[config.mk]
export PLATFORM = sky130hd
export DESIGN_NAME = host_bus_front
export DESIGN_NICKNAME = d
export VERILOG_FILES = /design/src/rtl/hbf_pkg.sv /design/src/rtl/hbf_sync.sv /design/src/rtl/hbf_par.sv /design/src/rtl/hbf_ser.sv /design/src/rtl/host_bus_front.sv
export SDC_FILE = /design/constraint.sdc
export NUM_CORES = 1
export LEC_CHECK = 0
export BUFFER_PORTS_ARGS = -buffer_cell sky130_fd_sc_hd__buf_2
export CORE_AREA = 2 2 94 96
export CTS_BUF_LIST = sky130_fd_sc_hd__clkbuf_16
export DETAILED_ROUTE_END_ITERATION = 6
export DIE_AREA = 0 0 96 98
export GPL_ROUTABILITY_DRIVEN = 0
export PLACE_DENSITY = 0.46
export SLEW_MARGIN = 20
export SYNTH_ARGS = -nofsm -noshare
export SYNTH_HDL_FRONTEND = slang
export SYNTH_SLANG_ARGS = --single-unit
export TNS_END_PERCENT = 10
[constraint.sdc]
create_clock -name clk -period 2 [get_ports clk]
set_input_delay 0.4 -clock clk [delete_from_list [all_inputs] [get_ports clk]]
set_output_delay 0.4 -clock clk [all_outputs]
set_load 0.005 [all_outputs]
[src/rtl/hbf_pkg.sv]
package hbf_pkg;
   typedef enum logic [1:0] {
      KIND_INSTR_WR  = 2'b00,
      KIND_STATUS_RD = 2'b01,
      KIND_DATA_WR   = 2'b10,
      KIND_DATA_RD   = 2'b11
   } xfer_kind_t;
endpackage

[src/rtl/hbf_sync.sv]
module hbf_sync #(
   parameter int W      = 1,
   parameter int STAGES = 2
) (
   input  logic         clk,
   input  logic         rst_n,
   input  logic [W-1:0] d,
   output logic [W-1:0] q
);
   generate
      if (STAGES < 2) begin : g_bad_stages
         $error("hbf_sync needs at least two stages");
      end
      if (W < 1) begin : g_bad_width
         $error("hbf_sync width must be positive");
      end
   endgenerate

   logic [W-1:0] chain [STAGES];

   genvar s;
   generate
      for (s = 0; s < STAGES; s++) begin : g_stage
         always_ff @(posedge clk or negedge rst_n) begin
            if (!rst_n) chain[s] <= '0;
            else if (s == 0) chain[s] <= d;
            else chain[s] <= chain[(s == 0) ? 0 : s-1];
         end
      end
   endgenerate

   assign q = chain[STAGES-1];
endmodule

[src/rtl/hbf_par.sv]
module hbf_par #(
   parameter int DW = 8
) (
   input  logic          clk,
   input  logic          rst_n,
   input  logic          sel,
   input  logic          m68,
   input  logic          rs,
   input  logic          strb_a,
   input  logic          strb_b,
   input  logic [DW-1:0] din,
   output logic          pulse,
   output logic [1:0]    kind,
   output logic [DW-1:0] data
);
   logic rd_now, wr_now, rd_q, wr_q, rs_q;
   logic [DW-1:0] d_q;
   logic rd_done, wr_done;

   always_comb begin
      if (m68) begin
         rd_now = sel & strb_a & strb_b;
         wr_now = sel & strb_a & ~strb_b;
      end else begin
         rd_now = sel & ~strb_a & strb_b;
         wr_now = sel & strb_a & ~strb_b;
      end
   end

   always_ff @(posedge clk or negedge rst_n) begin
      if (!rst_n) begin
         rd_q <= 1'b0;
         wr_q <= 1'b0;
         rs_q <= 1'b0;
         d_q  <= '0;
      end else begin
         rd_q <= rd_now;
         wr_q <= wr_now;
         if (rd_now || wr_now) begin
            rs_q <= rs;
            d_q  <= din;
         end
      end
   end

   assign rd_done = rd_q & ~rd_now & sel;
   assign wr_done = wr_q & ~wr_now & sel;
   assign pulse   = rd_done | wr_done;
   assign kind    = {rs_q, rd_done};
   assign data    = wr_done ? d_q : '0;


   par_one_pulse_chk: assert property (@(posedge clk) disable iff (!rst_n)
      pulse |=> !pulse);

   par_excl_chk: assert property (@(posedge clk) disable iff (!rst_n)
      !(rd_done && wr_done));
endmodule

[src/rtl/hbf_ser.sv]
module hbf_ser #(
   parameter int DW = 8
) (
   input  logic          clk,
   input  logic          rst_n,
   input  logic          sel,
   input  logic          sclk,
   input  logic          sdin,
   input  logic          rs,
   output logic          pulse,
   output logic [1:0]    kind,
   output logic [DW-1:0] data
);
   localparam int CW = (DW > 2) ? $clog2(DW) : 1;
   localparam logic [CW-1:0] LAST = CW'(DW - 1);

   generate
      if (DW < 2) begin : g_bad_dw
         $error("hbf_ser needs at least two bits per byte");
      end
   endgenerate

   logic          sclk_q, rise;
   logic [CW-1:0] cnt;
   logic [DW-1:0] sh;

   assign rise  = sclk & ~sclk_q;
   assign pulse = sel & rise & (cnt == LAST);
   assign kind  = {rs, 1'b0};
   assign data  = {sh[DW-2:0], sdin};

   always_ff @(posedge clk or negedge rst_n) begin
      if (!rst_n) begin
         sclk_q <= 1'b0;
         cnt    <= '0;
         sh     <= '0;
      end else begin
         sclk_q <= sclk;
         if (!sel) begin
            cnt <= '0;
            sh  <= '0;
         end else if (rise) begin
            sh  <= {sh[DW-2:0], sdin};
            cnt <= (cnt == LAST) ? '0 : cnt + 1'b1;
         end
      end
   end


   ser_clear_chk: assert property (@(posedge clk) disable iff (!rst_n)
      !sel |=> (cnt == '0 && sh == '0));
endmodule

[src/rtl/host_bus_front.sv]
module host_bus_front #(
   parameter int DW          = 8,
   parameter int SYNC_STAGES = 2
) (
   input  logic          clk,
   input  logic          rst_n,
   input  logic          cs_lo_n,
   input  logic          cs_hi,
   input  logic          par_sel,
   input  logic          style68,
   input  logic          rs,
   input  logic          rd_e,
   input  logic          wr_rw,
   input  logic          sclk,
   input  logic          sdin,
   input  logic [DW-1:0] db_in,
   output logic [DW-1:0] db_out,
   output logic          db_oe,
   input  logic [DW-1:0] core_rdata,
   input  logic [DW-1:0] core_status,
   output logic          req_valid,
   output logic [1:0]    req_kind,
   output logic [DW-1:0] req_data
);
   import hbf_pkg::*;

   localparam int NCTL = 9;
   localparam int SW   = NCTL + DW;

   logic [SW-1:0] raw, syn;
   logic s_cs_lo_n, s_cs_hi, s_par, s_m68, s_rs, s_a, s_b, s_sclk, s_sdin;
   logic [DW-1:0] s_db;
   logic sel_s;
   logic par_p, ser_p;
   logic [1:0] par_k, ser_k;
   logic [DW-1:0] par_d, ser_d;
   logic pin_sel, pin_rd;

   assign raw = {cs_lo_n, cs_hi, par_sel, style68, rs, rd_e, wr_rw, sclk, sdin, db_in};

   hbf_sync #(.W(SW), .STAGES(SYNC_STAGES)) u_sync (
      .clk(clk), .rst_n(rst_n), .d(raw), .q(syn));

   assign {s_cs_lo_n, s_cs_hi, s_par, s_m68, s_rs, s_a, s_b, s_sclk, s_sdin, s_db} = syn;
   assign sel_s = ~s_cs_lo_n & s_cs_hi;

   hbf_par #(.DW(DW)) u_par (
      .clk(clk), .rst_n(rst_n), .sel(sel_s & s_par), .m68(s_m68), .rs(s_rs),
      .strb_a(s_a), .strb_b(s_b), .din(s_db),
      .pulse(par_p), .kind(par_k), .data(par_d));

   hbf_ser #(.DW(DW)) u_ser (
      .clk(clk), .rst_n(rst_n), .sel(sel_s & ~s_par), .sclk(s_sclk),
      .sdin(s_sdin), .rs(s_rs),
      .pulse(ser_p), .kind(ser_k), .data(ser_d));

   always_ff @(posedge clk or negedge rst_n) begin
      if (!rst_n) begin
         req_valid <= 1'b0;
         req_kind  <= KIND_INSTR_WR;
         req_data  <= '0;
      end else begin
         req_valid <= par_p | ser_p;
         if (par_p) begin
            req_kind <= par_k;
            req_data <= par_d;
         end else if (ser_p) begin
            req_kind <= ser_k;
            req_data <= ser_d;
         end
      end
   end

   assign pin_sel = ~cs_lo_n & cs_hi & par_sel;
   assign pin_rd  = style68 ? (rd_e & wr_rw) : (~rd_e & wr_rw);
   assign db_oe   = pin_sel & pin_rd;
   assign db_out  = rs ? core_rdata : core_status;


   one_source_chk: assert property (@(posedge clk) disable iff (!rst_n)
      !(par_p && ser_p));

   req_pulse_chk: assert property (@(posedge clk) disable iff (!rst_n)
      req_valid |=> !req_valid);

   oe_mode_chk: assert property (@(posedge clk) disable iff (!rst_n)
      db_oe |-> (par_sel && cs_hi && !cs_lo_n));

   ser_kind_chk: assert property (@(posedge clk) disable iff (!rst_n)
      ser_p |-> !ser_k[0]);
endmodule

# Word level (Yosys, flattened, before mapping)
# Cells that the tools add are included.
# W data, S select, Z words.
# classes
addsub	1
muxes	13
n_reduce_logical	2
n_bitwise	31
n_eq_ne	2
# ops
cell	count
$mux W8	4
$and A1 B1 Y1	20
$mux W7	2
$mux W3	3
$not A1 Y1	9
$mux W2	2
$add A3 B1 Y3 const B	1
$eq A3 B3 Y1 const B	1
$mux W1	2
$ne A2 B2 Y1 const B	1
$or A1 B1 Y1	2
$reduce_bool A2 Y1	1
$logic_or A1 B1 Y1	1
# totals
word_cells	61
reg_bits	67

# Depth between registers and ports, before layout
# Gate-level depths: netlist of run 1.
# logic_depth
depth_word	11
mapped_depth	6
mapped_depth_nobuf	5

# Cells and area by module
# Synthesis of run 1 repeated with hierarchy kept, for this count alone.
# hier_totals
hier_cells	209
area_unflattened_um2	2691.3
# by_module_without_submodules
mod	seq_area_each_um2	area_each_um2	instances	cells_each
hbf_sync	850.8	978.4	1	51
host_bus_front	275.3	626.9	1	59
hbf_par	275.3	559.3	1	46
hbf_ser	275.3	526.8	1	53

# Worst setup path after synthesis of run 1
# No wires, ideal clock.
# synth_path
path_type	reg2reg
start	register u_sync.chain (netlist bit u_sync.q[14])
end	register req_kind[0]
arrival_time_ns	1.525
slack_ns	0.354
path_stages_with_launch	6
required_time_ns	1.879
synth_period_minus_slack_ns	1.646
n_path_buf	1
cell_sequence	dfrtp_1 -> or3b_4 -> nand4bb_1 -> buf_6 -> a21boi_4 -> a22o_1
# synth_via
elab_chain_len	9
# synth_lines
item	line	rtl
start: declaration	hbf_sync.sv:19	logic [W-1:0] chain [STAGES];
start signal: indexed assignment	hbf_sync.sv:27	else chain[s] <= chain[(s == 0) ? 0 : s-1];
$and A1 B1 Y1	host_bus_front.sv:48	.clk(clk), .rst_n(rst_n), .sel(sel_s & s_par), .m68(s_m68), .rs(s_rs),
$and A1 B1 Y1 (on tied branches)	-	
$and A1 B1 Y1 (on tied branches)	hbf_par.sv:25, hbf_par.sv:22	
$mux W1	hbf_par.sv:21	if (m68) begin
$not A1 Y1	hbf_par.sv:46	assign rd_done = rd_q & ~rd_now & sel;
$and A1 B1 Y1 (2 in a row)	hbf_par.sv:46	
$or A1 B1 Y1	hbf_par.sv:48	assign pulse = rd_done | wr_done;
$mux W2 or $reduce_bool A2 Y1 (tied branches)	-	
end signal: assignment	host_bus_front.sv:65	req_kind <= par_k;
end signal: assignment	host_bus_front.sv:68	req_kind <= ser_k;
end: declaration	host_bus_front.sv:22	output logic [1:0] req_kind,
# Several ways; a longest one is shown, not always the timed one.
# A chain may end at the register's enable or synchronous reset.

# Worst setup path after layout of run 1
# layout_path
start	register u_ser.cnt[0]
end	register req_kind[0]
# layout_via
elab_chain_len	3
# layout_lines
item	line	rtl
start: declaration	hbf_ser.sv:24	logic [CW-1:0] cnt;
start signal: assignment	hbf_ser.sv:44	cnt <= (cnt == LAST) ? '0 : cnt + 1'b1;
$eq A3 B3 Y1	hbf_ser.sv:28	assign pulse = sel & rise & (cnt == LAST);
$and A1 B1 Y1	hbf_ser.sv:28	
$reduce_bool A2 Y1 (no source line)	-	
# Every way passes these cells.

==> results of run 1 <==
[kinds of logic after synthesis]
logic type	synth area share, %
AO/OA/AOI/OAI	11.1
adder cells (fa/ha/maj)	1.02
multiplexers	8.24
AND/OR/NAND/NOR	7.48
XOR/XNOR	1.08
flip-flops	68.6
buffers and inverters	2.51
[cell type report]
cell class	count	area share, %
Sequential cell	67	52.5
Multi-Input combinational cell	83	22.1
Timing Repair Buffer	59	10.0
Clock buffer	9	7.05
Tap cell	108	4.23
Clock inverter	7	2.90
Inverter	10	1.18
[cells in the final DEF (no fill, tap or decap)]
cell        instances
nor3b_2             1
ha_1                2
nor2_1             14
a22o_1             11
mux2i_1             1
buf_2              54
and2_1              2
bufinv_16           2
o21a_1              1
o21ai_0             1
xnor2_1             2
nand4b_1            2
nand3b_1            1
a221oi_2            8
inv_1              10
a21oi_1             2
a211oi_2            1
nor2b_1             1
a21boi_4            1
or3b_4              1
nor2_2              1
buf_4               4
clkinv_2            1
nand2b_1            1
nand2_1             9
clkinv_1            1
nand3_1             1
mux2_2             17
nand4bb_1           1
buf_12              1
xor2_1              1
dfrtp_1            67
clkinv_4            1
clkinvlp_4          2
clkbuf_16           9
[routing by layer]
| layer | vias to the layer above | GRT usage (%) |
|---|---|---|
| met2 | 52 | 15.7 |
| met5 | - | 0 |
| met3 | 6 | 4.17 |
| met1 | 729 | 13.5 |
| li1 | 713 | - |
| met4 | 0 | 4.95 |
[cells in the mapped netlist (all sizes together)]
master	n
nor2	15
nand4bb	1
nand4b	2
a21boi	1
and2	2
nand3b	1
mux2i	1
clkbuf	1
xor2	1
ha	2
mux2	17
inv	10
nand2b	1
o21a	1
a211oi	1
or3b	1
nand3	1
a221oi	8
buf	3
a22o	11
nand2	9
a21oi	2
xnor2	2
nor2b	1
o21ai	1
dfrtp	67
nor3b	1
[registers in the layout, indices dropped and copies added (netlist names)]
signal,count
req_data,8
req_kind,2
req_valid,1
u_par.d_q,8
u_par.rd_q,1
u_par.rs_q,1
u_par.wr_q,1
u_ser.cnt,3
u_ser.sclk_q,1
u_ser.sh,7
u_sync.chain,17
u_sync.q,17
[worst reg2reg max path, cell delays in order (launching register included)]
cell,delay [ps]
dfrtp_1,400
ha_1,210
ha_1,200
nand4bb_1,150
a21boi_4,440
a22o_1,220
[power breakdown]
group	leakage, nW	switching, mW	internal [mW]	total, mW
combinational	0.536	0.111	0.157	0.268
clock	0.149	0.551	1.08	1.64
sequential	0.830	0.0592	1.48	1.53
total	1.52	0.721	2.72	3.44
[metrics by stage]
stage / instance area [um^2] / std cells / setup WS, ps / utilization (%)
finish: 3190 / 343 / 327 / 37.7
floorplan: 2440 / 164 / 354 / -
global route: 3190 / 343 / 225 / 37.7
CTS: 3190 / 343 / 283 / 37.7
detailed placement: 2880 / 327 / 308 / 34.0
global placement: 2880 / 327 / 329 / 34.0
[worst min path at each step]
stage,cells after the start,to,startpoint,slack (ps)
2_1_floorplan,0,req_data[0]$_DFFE_PN0P_,rst_n,100
3_3_place_gp,0,u_sync.q[8]$_DFF_PN0_,u_sync.chain[25]$_DFF_PN0_,330
3_5_place_dp,0,u_sync.q[15]$_DFF_PN0_,u_sync.chain[32]$_DFF_PN0_,330
4_1_cts,2,u_sync.q[7]$_DFF_PN0_,rst_n,100
5_1_grt,2,u_sync.q[7]$_DFF_PN0_,rst_n,100
6_report,2,u_sync.q[7]$_DFF_PN0_,rst_n,90
==> reports/results.tsv, run 1 <==
stage	metric	value	unit
worst_setup_path	Setup crit end	req_kind[0]$_DFFE_PN0P_	
logic_synthesis	largest area contributor in the netlist	dfrtp_1	
clock_tree	worst skew pair latency	320	ps
sta	Slew @ Worst Pin	464	ps
floorplan	Starting Density	28.9	%
placed_design	Port Buf Inserts	54	
sta	setup TNS	0	ps
drt	# DRC	0	
cells_and_area	multi-input logic area	706	um^2
logic_synthesis	top cells by area, synth	dfrtp_1 (69%), mux2_2 (7.8%), a221oi_2 (4.9%)	
drt	Routed Antenna Nets	0	
sta	hold slack	85.8	ps
cells_and_area	Seq. cell area	1680	um^2
logic_synthesis	number of library cell types mapped by synthesis	30	
clock_tree	CTS tree	yes	
cells_and_area	layout cell share with drive strength beyond 1	44.3	%
clock_tree	htree depth	3	
floorplan	row count	34	
cells_and_area	ant diodes	0	
sta	Final Skew	4.76	ps
clock_tree	Longest Clk Path Bufs	2	
power	LEAKAGE	1.52	nW
hold_path	HP Class	in -> async	
global_route	pin count of the biggest net entering global routing	68	
logic_synthesis	warnings from Yosys	0	
status	outcome	finished, final reports clean	
drt	DR WL/cell	12.6	um
placed_design	Final HPWL DP	3060	um
clock_tree	Resized Gates After CTS	0	
logic_synthesis	Post-Syn Area	2440	um^2
worst_setup_path	Top delay family on crit path	compound AO/OA/AOI/OAI gates	
worst_setup_path	WS Path Type	reg -> reg	
logic_synthesis	syn nets	201	
worst_setup_path	reg2reg start	u_ser.cnt[0]$_DFFE_PN0P_	
worst_setup_path	r2r worst-path depth	5	
logic_synthesis	Seq/Total Area, Yosys	68.6	%
floorplan	core area	8470	um^2
power	Max VDD drop	0.436	mV
logic_synthesis	top-area cell type share of the netlist area	68.6	%
worst_setup_path	slowest CP cell	a21boi_4	
worst_setup_path	Critical Path Max Stage Delay	440	ps
sta	Max Fclk	0.598	GHz
drt	drt via density	4.37	
sta	final setup fails	0	
clock_tree	CTS Root Buffer Type	clkbuf_16	
drt	Via Count	1500	
worst_setup_path	Buf+Inv Stages, Crit Path	0	
sta	Fin. Hold Viols	0	
cells_and_area	P&R area growth vs syn	30.7	%
global_route	first-pass GRT wire length	7460	um
global_route	initial antenna violation count	0	
floorplan	die area	9410	um^2
worst_setup_path	CP arrival	1930	ps
global_route	vias in the first global route	1606	
global_route	GRT Resource Usage Total	10.6	%
worst_setup_path	Crit. Startpoint	u_ser.cnt[0]$_DFFE_PN0P_	
worst_setup_path	flop2flop setup slack	330	ps
clock_tree	CTS clk-pin slew, worst paths	50	ps
drt	Pre-antenna DRT Iters	3	
sta	RSZ-0062 raised after global routing	no	
cells_and_area	fin nets	267	
worst_setup_path	worst r2r dst	req_kind[0]$_DFFE_PN0P_	
power	Pwr Density	1080	nW/um^2
job	Max Cap Viol	0	
clock_tree	Hold Buf Count CTS	0	
global_route	total grt overflow	0	
floorplan	die height	98	um
power	Final Power	3.44	mW
drt	routed wire length on met3	266	um
logic_synthesis	Synth Instances	164	
worst_setup_path	crit path launch type	flop	
clock_tree	TritonCTS Buffers	9	
worst_setup_path	critical-path cell list	ha_1 -> ha_1 -> nand4bb_1 -> a21boi_4 -> a22o_1	
worst_setup_path	critical path depth in cells	5	
sta	Slew Viols, Final	0	
floorplan	die width	96	um
worst_setup_path	CP required	2260	ps
worst_setup_path	cell mode on critical path	ha_1	
drt	top layer in use	met4	
clock_tree	Post-CTS Setup Bufs	0	
sta	fin crit period	1670	ps
floorplan	Boundary Pins	55	
cells_and_area	Fill cells	812	
drt	M1 WL	1830	um
logic_synthesis	FF+latch count, synth	67	
sta	final period utilization	83.6	%
worst_setup_path	CP Max Fanout	10	
worst_setup_path	crit end category	flop	
drt	metal2 WL	2150	um
drt	final wirelength	4330	um
clock_tree	clk sink count	67	
logic_synthesis	Avg Cell Area, Syn	14.9	um^2
sta	Slew headroom	69.1	%
drt	Initial DRC Count	42	
Power figures use the tool's default switching activity.
==> inputs of run 2 (changes only) <==
Settings changed: ABC_AREA set to 1, CORE_AREA 2 2 94 96 to 2 2 95 97, DIE_AREA 0 0 96 98 to 0 0 97 99, PLACE_DENSITY 0.46 to 0.48.
Clock period 2 ns to 1.4 ns, I/O delays scaled along.
==> reports/results.tsv, run 2 <==
stage	metric	value	unit	change
clock_tree	worst skew pair latency	330	ps	was 320 ps
global_route	total grt overflow	0		unchanged
floorplan	row count	34		unchanged
power	LEAKAGE	1.74	nW	was 1.52 nW
clock_tree	Post-CTS Setup Bufs	0		unchanged
sta	hold slack	53.5	ps	was 85.8 ps
logic_synthesis	ys async rst share	100	%	unchanged
cells_and_area	Final Cell Area	3350	um^2	was 3190 um^2
logic_synthesis	Avg Cell Area, Syn	11.1	um^2	was 14.9 um^2
worst_setup_path	reg2reg start	u_ser.cnt[0]$_DFFE_PN0P_		unchanged
status	outcome	finished, final reports clean		unchanged
global_route	pin count of the biggest net entering global routing	27		was 68
hold_path	Hold Path Origin	db_in[7]		
cells_and_area	Layout Cells excl Fill	407		was 343
hold_path	Min-Delay Path Depth	1		
worst_setup_path	crit end category	flop		unchanged
clock_tree	htree depth	3		unchanged
sta	fin crit period	1320	ps	was 1670 ps
cells_and_area	commonest non-fill, non-tap cell in the layout	dfrtp_1		unchanged
logic_synthesis	largest area contributor in the netlist	dfrtp_1		unchanged
logic_synthesis	EDFF count, synth	0		unchanged
cells_and_area	most frequent cells in the layout	dfrtp_1 (67), nand2_1 (56), buf_2 (54)		was dfrtp_1 (67), buf_2 (54), mux2_2 (17)
sta	Fin. Hold Viols	0		unchanged
clock_tree	TritonCTS Buffers	9		unchanged
power	Max VDD drop	0.781	mV	was 0.436 mV
clock_tree	CTS Root Buffer Type	clkbuf_16		unchanged
sta	Slew Viols, Final	0		unchanged
hold_path	HP Class	in -> reg		was in -> async
worst_setup_path	critical-path cell list	ha_1 -> ha_2 -> or2_2 -> o22ai_1		was ha_1 -> ha_1 -> nand4bb_1 -> a21boi_4 -> a22o_1
worst_setup_path	worst r2r dst	u_ser.cnt[0]$_DFFE_PN0P_		was req_kind[0]$_DFFE_PN0P_
cells_and_area	ant diodes	0		unchanged
floorplan	die area	9600	um^2	was 9410 um^2
global_route	first-pass GRT wire length	7940	um	was 7460 um
drt	Routed Antenna Nets	0		unchanged
floorplan	die width	97	um	was 96 um
drt	Initial DRC Count	77		was 42
sta	final period utilization	94.1	%	was 83.6%
floorplan	core area	8550	um^2	was 8470 um^2
job	Max Cap Viol	0		unchanged
worst_setup_path	Critical Path Max Stage Delay	390	ps	was 440 ps
drt	Pre-antenna DRT Iters	4		was 3
drt	drt via density	4.16		was 4.37
floorplan	Starting Density	29.1	%	was 28.9%
drt	final wirelength	4750	um	was 4330 um
logic_synthesis	syn nets	261		was 201
placed_design	placed insts	388		was 327
sta	Final Skew	4.65	ps	was 4.76 ps
logic_synthesis	Most used DFF post-synth	dfrtp_1		unchanged
drt	# DRC	0		unchanged
worst_setup_path	crit path launch type	flop		unchanged
worst_setup_path	CP required	1650	ps	was 2260 ps
drt	DR WL/cell	11.7	um	was 12.6 um
floorplan	die height	99	um	was 98 um
logic_synthesis	top cells by area, synth	dfrtp_1 (67%), nand2_1 (8.7%), nand3_1 (6.2%)		was dfrtp_1 (69%), mux2_2 (7.8%), a221oi_2 (4.9%)
sta	RSZ-0062 raised after global routing	no		unchanged
worst_setup_path	slowest CP cell	dfrtp_1		was a21boi_4
cells_and_area	layout cell share with drive strength beyond 1	35.8	%	was 44.3%
sta	Slew @ Worst Pin	438	ps	was 464 ps
clock_tree	CTS tree	yes		unchanged
clock_tree	CTS clk-pin slew, worst paths	60	ps	was 50 ps
placed_design	placed inst area	2940	um^2	was 2880 um^2
worst_setup_path	flop2flop setup slack	80	ps	was 330 ps
floorplan	Boundary Pins	55		unchanged
logic_synthesis	Synth Instances	224		was 164
clock_tree	clk sink count	67		unchanged
drt	Via Count	1693		was 1500
power	Pwr Density	1480	nW/um^2	was 1080 nW/um^2
sta	Slew headroom	70.8	%	was 69.1%
global_route	GRT Resource Usage Total	10.6	%	about the same
power	Final Power	4.94	mW	was 3.44 mW
logic_synthesis	Post-Syn Area	2490	um^2	was 2440 um^2
sta	Max Fclk	0.759	GHz	was 0.598 GHz
worst_setup_path	CP arrival	1560	ps	was 1930 ps
global_route	initial antenna violation count	0		unchanged
logic_synthesis	FF+latch count, synth	67		unchanged
global_route	vias in the first global route	1735		was 1606
placed_design	Port Buf Inserts	54		unchanged
logic_synthesis	warnings from Yosys	0		unchanged
cells_and_area	P&R area growth vs syn	34.5	%	was 30.7%
logic_synthesis	Seq/Total Area, Yosys	67.3	%	was 68.6%
placed_design	Final HPWL DP	3270	um	was 3060 um
logic_synthesis	number of library cell types mapped by synthesis	25		was 30
clock_tree	Longest Clk Path Bufs	2		unchanged
logic_synthesis	top-area cell type share of the netlist area	67.3	%	was 68.6%
logic_synthesis	most frequent cell after synthesis	dfrtp_1		unchanged
sta	final setup fails	0		unchanged
cells_and_area	fin nets	331		was 267
hold_path	WHS Endpoint	u_sync.chain[24]$_DFF_PN0_		
worst_setup_path	r2r worst-path depth	4		was 5
worst_setup_path	WS Path Type	reg -> reg		unchanged
logic_synthesis	Commonest cells post-synth	dfrtp_1 (67), nand2_1 (58), nand3_1 (31), inv_1 (21), mux2_2 (8)		was dfrtp_1 (67), mux2_2 (17), nor2_1 (14), a22o_1 (11), inv_1 (10)
worst_setup_path	CP Max Fanout	3		was 10
## run 2: per-stage QoR
step	setup TNS (ps)	util, %	worst slack, ps
final	0	39.2	82.6
after global routing	0	39.2	10.6
after CTS	0	38.5	25.7
after detailed placement	-38.1	34.3	-17.9
after global placement	0	34.3	30.7
after floorplan	0	-	104
## run 2: power breakdown
part | total, mW | internal, mW | switching, mW
clock network | 2.54 | 1.73 | 0.805
registers | 2.12 | 2.06 | 0.0616
logic | 0.280 | 0.137 | 0.143
total | 4.94 | 3.93 | 1.01
## run 2: timing repair
item | CTS | global route
hold endpoints to repair | 15 | 0
hold buffers | 1 | 0
gates resized for setup | 1 | 11
setup endpoints to repair | 9 | 10
pin swaps | 0 | 5
gates cloned | 0 | 2
## run 2: kinds of logic after synthesis
logic type	count (synthesis)	share of synthesized area, %
AOI/OAI and AO/OA	13	3.11
and+or+nand+nor	103	19.0
buffers and inverters	30	5.63
adders and majority gates	2	1.00
DFF	67	67.3
muxes	8	3.62
xor gates and xnor gates	1	0.352
## run 2: worst max-delay path by stage
| stage | startpoint | endpoint | slack (ps) |
|---|---|---|---|
| 6_report | u_ser.cnt[0]$_DFFE_PN0P_ | u_ser.cnt[0]$_DFFE_PN0P_ | 80 |
| 5_1_grt | u_sync.q[11]$_DFF_PN0_ | req_data[4]$_DFFE_PN0P_ | 10 |
| 3_3_place_gp | u_sync.q[16]$_DFF_PN0_ | req_kind[1]$_DFFE_PN0P_ | 30 |
| 3_5_place_dp | u_sync.q[11]$_DFF_PN0_ | req_kind[1]$_DFFE_PN0P_ | -20 |
| 4_1_cts | u_ser.cnt[0]$_DFFE_PN0P_ | req_data[0]$_DFFE_PN0P_ | 30 |
| 2_1_floorplan | u_ser.cnt[0]$_DFFE_PN0P_ | req_kind[1]$_DFFE_PN0P_ | 100 |
## run 2: per-layer routing
metal,global-route usage [%],share of wire (%),up-vias
met5,0,0,-
met4,5.53,1.0,0
met3,4.18,5.4,5
met2,15.6,47,42
met1,13.7,47,778
li1,-,-,868
## run 2: worst max-delay path, delay by kind of cell, from the launching register on
kind,cells,cell delay [ps]
AOI/OAI and AO/OA,1,150
DFF,1,390
adders and majority gates,2,400
and+or+nand+nor,1,290
## run 2: cell type report
| class | count | area (um^2) |
|---|---|---|
| clock buffer | 9 | 225 |
| clock inverter | 7 | 116 |
| fill | 833 | 5200 |
| inverter | 24 | 95.1 |
| multi-input combinational | 129 | 733 |
| sequential | 67 | 1680 |
| tap | 108 | 135 |
| timing repair buffer | 63 | 369 |
==> inputs of run 3 (changes only) <==
Settings changed: CORE_AREA 2 2 95 97 to 2 2 100 102, DIE_AREA 0 0 97 99 to 0 0 102 104, PLACE_DENSITY 0.48 to 0.47, SYNTH_HIERARCHICAL set to 1.
==> reports/results.tsv, run 3 <==
stage	metric	value	unit	change
status	outcome	finished, violations left		was finished, final reports clean
status	failing checks	negative setup slack		
logic_synthesis	ys async rst share	100	%	unchanged
sta	Final Skew	3.47	ps	was 4.65 ps
clock_tree	CTS tree	yes		unchanged
worst_setup_path	CP arrival	1670	ps	was 1560 ps
logic_synthesis	Commonest cells post-synth	dfrtp_1 (67), nand2_1 (67), nand3_1 (36), inv_1 (30), buf_4 (25)		was dfrtp_1 (67), nand2_1 (58), nand3_1 (31), inv_1 (21), mux2_2 (8)
logic_synthesis	warnings from Yosys	6		was 0
floorplan	Boundary Pins	55		unchanged
worst_setup_path	CP required	1660	ps	was 1650 ps
global_route	total grt overflow	0		unchanged
logic_synthesis	number of library cell types mapped by synthesis	20		was 25
worst_setup_path	Top delay family on crit path	simple AND/OR/NAND/NOR gates		was adder cells
hold_path	HP Class	in -> reg		unchanged
drt	top layer in use	met4		unchanged
worst_setup_path	Buf+Inv Stages, Crit Path	2		was 0
global_route	first-pass GRT wire length	8770	um	was 7940 um
cells_and_area	P&R area growth vs syn	24.6	%	was 34.5%
sta	Max Fclk	0.710	GHz	was 0.759 GHz
drt	final wirelength	4970	um	was 4750 um
logic_synthesis	top cells by area, synth	dfrtp_1 (60%), nand2_1 (9.1%), buf_4 (6.8%)		was dfrtp_1 (67%), nand2_1 (8.7%), nand3_1 (6.2%)
clock_tree	clk sink count	67		unchanged
worst_setup_path	crit end category	flop		unchanged
clock_tree	Longest Clk Path Bufs	2		unchanged
drt	# DRC	0		unchanged
drt	M1 WL	2300	um	was 2210 um
power	Pwr Density	1370	nW/um^2	was 1480 nW/um^2
cells_and_area	most frequent cells in the layout	dfrtp_1 (67), nand2_1 (65), buf_2 (54)		was dfrtp_1 (67), nand2_1 (56), buf_2 (54)
worst_setup_path	WS Path Type	reg -> reg		unchanged
logic_synthesis	top-area cell type share of the netlist area	60.4	%	was 67.3%
global_route	vias in the first global route	1886		was 1735
placed_design	Final HPWL DP	3350	um	was 3270 um
floorplan	row count	36		was 34
floorplan	Starting Density	29.1	%	about the same
clock_tree	TritonCTS Buffers	9		unchanged
power	LEAKAGE	1.83	nW	was 1.74 nW
worst_setup_path	crit path launch type	flop		unchanged
power	Final Power	4.74	mW	was 4.94 mW
sta	hold slack	51.9	ps	was 53.5 ps
power	Max VDD drop	0.542	mV	was 0.781 mV
logic_synthesis	FF+latch count, synth	67		unchanged
floorplan	die width	102	um	was 97 um
drt	DR WL/cell	10.7	um	was 11.7 um
sta	final period utilization	101	%	was 94.1%
placed_design	Port Buf Inserts	54		unchanged
drt	Routed Antenna Nets	0		unchanged
drt	metal2 WL	2240	um	was 2230 um
global_route	pin count of the biggest net entering global routing	68		was 27
job	Max Cap Viol	0		unchanged
drt	Initial DRC Count	69		was 77
sta	Slew Viols, Final	0		unchanged
floorplan	core area	9550	um^2	was 8550 um^2
sta	RSZ-0062 raised after global routing	yes		was no
sta	fin crit period	1410	ps	was 1320 ps
global_route	initial antenna violation count	0		unchanged
logic_synthesis	Seq/Total Area, Yosys	60.4	%	was 67.3%
sta	setup TNS	-32.7	ps	was 0 ps
clock_tree	CTS Root Buffer Type	clkbuf_16		unchanged
worst_setup_path	critical-path cell list	nor3b_4 -> nand2_1 -> inv_2 -> nand3_2 -> nand3_2 -> nand2_4 -> nor2_4 -> buf_12 -> nand2_1 -> nand3_1		was ha_1 -> ha_2 -> or2_2 -> o22ai_1
worst_setup_path	CP Max Fanout	11		was 3
drt	Pre-antenna DRT Iters	4		unchanged
logic_synthesis	EDFF count, synth	0		unchanged
cells_and_area	ant diodes	0		unchanged
sta	Worst Setup Slack, final	-7.75	ps	was 82.6 ps
drt	drt via density	4.01		was 4.16
cells_and_area	layout cell share with drive strength beyond 1	30.7	%	was 35.8%
placed_design	placed insts	447		was 388
logic_synthesis	syn nets	316		was 261
cells_and_area	commonest non-fill, non-tap cell in the layout	dfrtp_1		unchanged
clock_tree	CTS clk-pin slew, worst paths	60	ps	about the same
floorplan	die height	104	um	was 99 um
logic_synthesis	Avg Cell Area, Syn	9.95	um^2	was 11.1 um^2
cells_and_area	Layout Cells excl Fill	465		was 407
worst_setup_path	slowest CP cell	dfrtp_1		unchanged
cells_and_area	fin nets	364		was 331
clock_tree	worst skew pair latency	330	ps	about the same
worst_setup_path	Critical Path Max Stage Delay	410	ps	was 390 ps
drt	routed wire length on met3	355	um	was 255 um
logic_synthesis	Synth Instances	279		was 224
clock_tree	htree depth	3		unchanged
logic_synthesis	Most used DFF post-synth	dfrtp_1		unchanged
drt	Via Count	1864		was 1693
floorplan	die area	10600	um^2	was 9600 um^2
logic_synthesis	largest area contributor in the netlist	dfrtp_1		unchanged
sta	final setup fails	7		was 0
sta	Fin. Hold Viols	0		unchanged
logic_synthesis	Post-Syn Area	2780	um^2	was 2490 um^2
cells_and_area	Fill cells	1032		was 833
global_route	GRT Resource Usage Total	10.5	%	was 10.6%
[run 3: final timing paths]
kind	start	to	slack, ps	depth (start not counted)
setup / recovery	u_sync/q[16]$_DFF_PN0_	req_data[6]$_DFFE_PN0P_	-8	10
hold / removal	db_in[7]	u_sync/chain[24]$_DFF_PN0_	50	1
setup reg to reg	u_sync/q[16]$_DFF_PN0_	req_data[6]$_DFFE_PN0P_	-8	10
hold reg to reg	u_sync/chain[28]$_DFF_PN0_	u_sync/q[11]$_DFF_PN0_	350	0
max in group asynchronous	rst_n	u_par/d_q[5]$_DFFE_PN0P_	610	3
min in group asynchronous	rst_n	u_ser/cnt[1]$_DFFE_PN0P_	490	3
[run 3: final cells by class]
cell class	instances	area (um^2)	share of cell area [%]
Inverter	32	123	3.55
Tap cell	133	166	4.81
Timing Repair Buffer	68	407	11.8
Sequential cell	67	1680	48.5
Clock buffer	9	225	6.51
Clock inverter	7	83.8	2.42
Multi-Input combinational cell	149	777	22.5
[run 3: routing by layer]
metal  GRT usage [%]  vias up
li1                -      957
met1            13.5      840
met2            15.7       61
met3            4.44        6
met4            4.00        0
met5               0        -
[run 3: logic make-up after synthesis]
family / count (synthesis) / synth area share, %
AND/OR/NAND/NOR: 138 / 23.7
flip-flops: 67 / 60.4
other: 1 / 0.135
adder cells (fa/ha/maj): 2 / 0.902
buffers and inverters: 63 / 13.4
AO/OA/AOI/OAI: 8 / 1.44
[run 3: power breakdown]
group / leakage (nW) / switching [mW] / internal (mW)
Sequential: 0.838 / 0.0570 / 2.06
Clock: 0.149 / 0.897 / 1.41
Combinational: 0.842 / 0.174 / 0.137
[run 3: through the flow]
step / area (um^2) / util (%) / setup slack (ps)
6_report: 3460 / 36.2 / -7.75
5_1_grt: 3460 / 36.2 / -181
4_1_cts: 3440 / 36.1 / -34.4
3_5_place_dp: 3100 / 32.4 / -57.1
3_3_place_gp: 3100 / 32.4 / -30.9
2_1_floorplan: 2790 / - / -93.3
[run 3: what timing repair did]
action	in CTS	in global routing
pin swaps	1	1
endpoints found under the setup margin	11	20
gates resized for setup	5	3
setup buffers	1	0
hold endpoints to repair	67	0
hold buffers	1	0
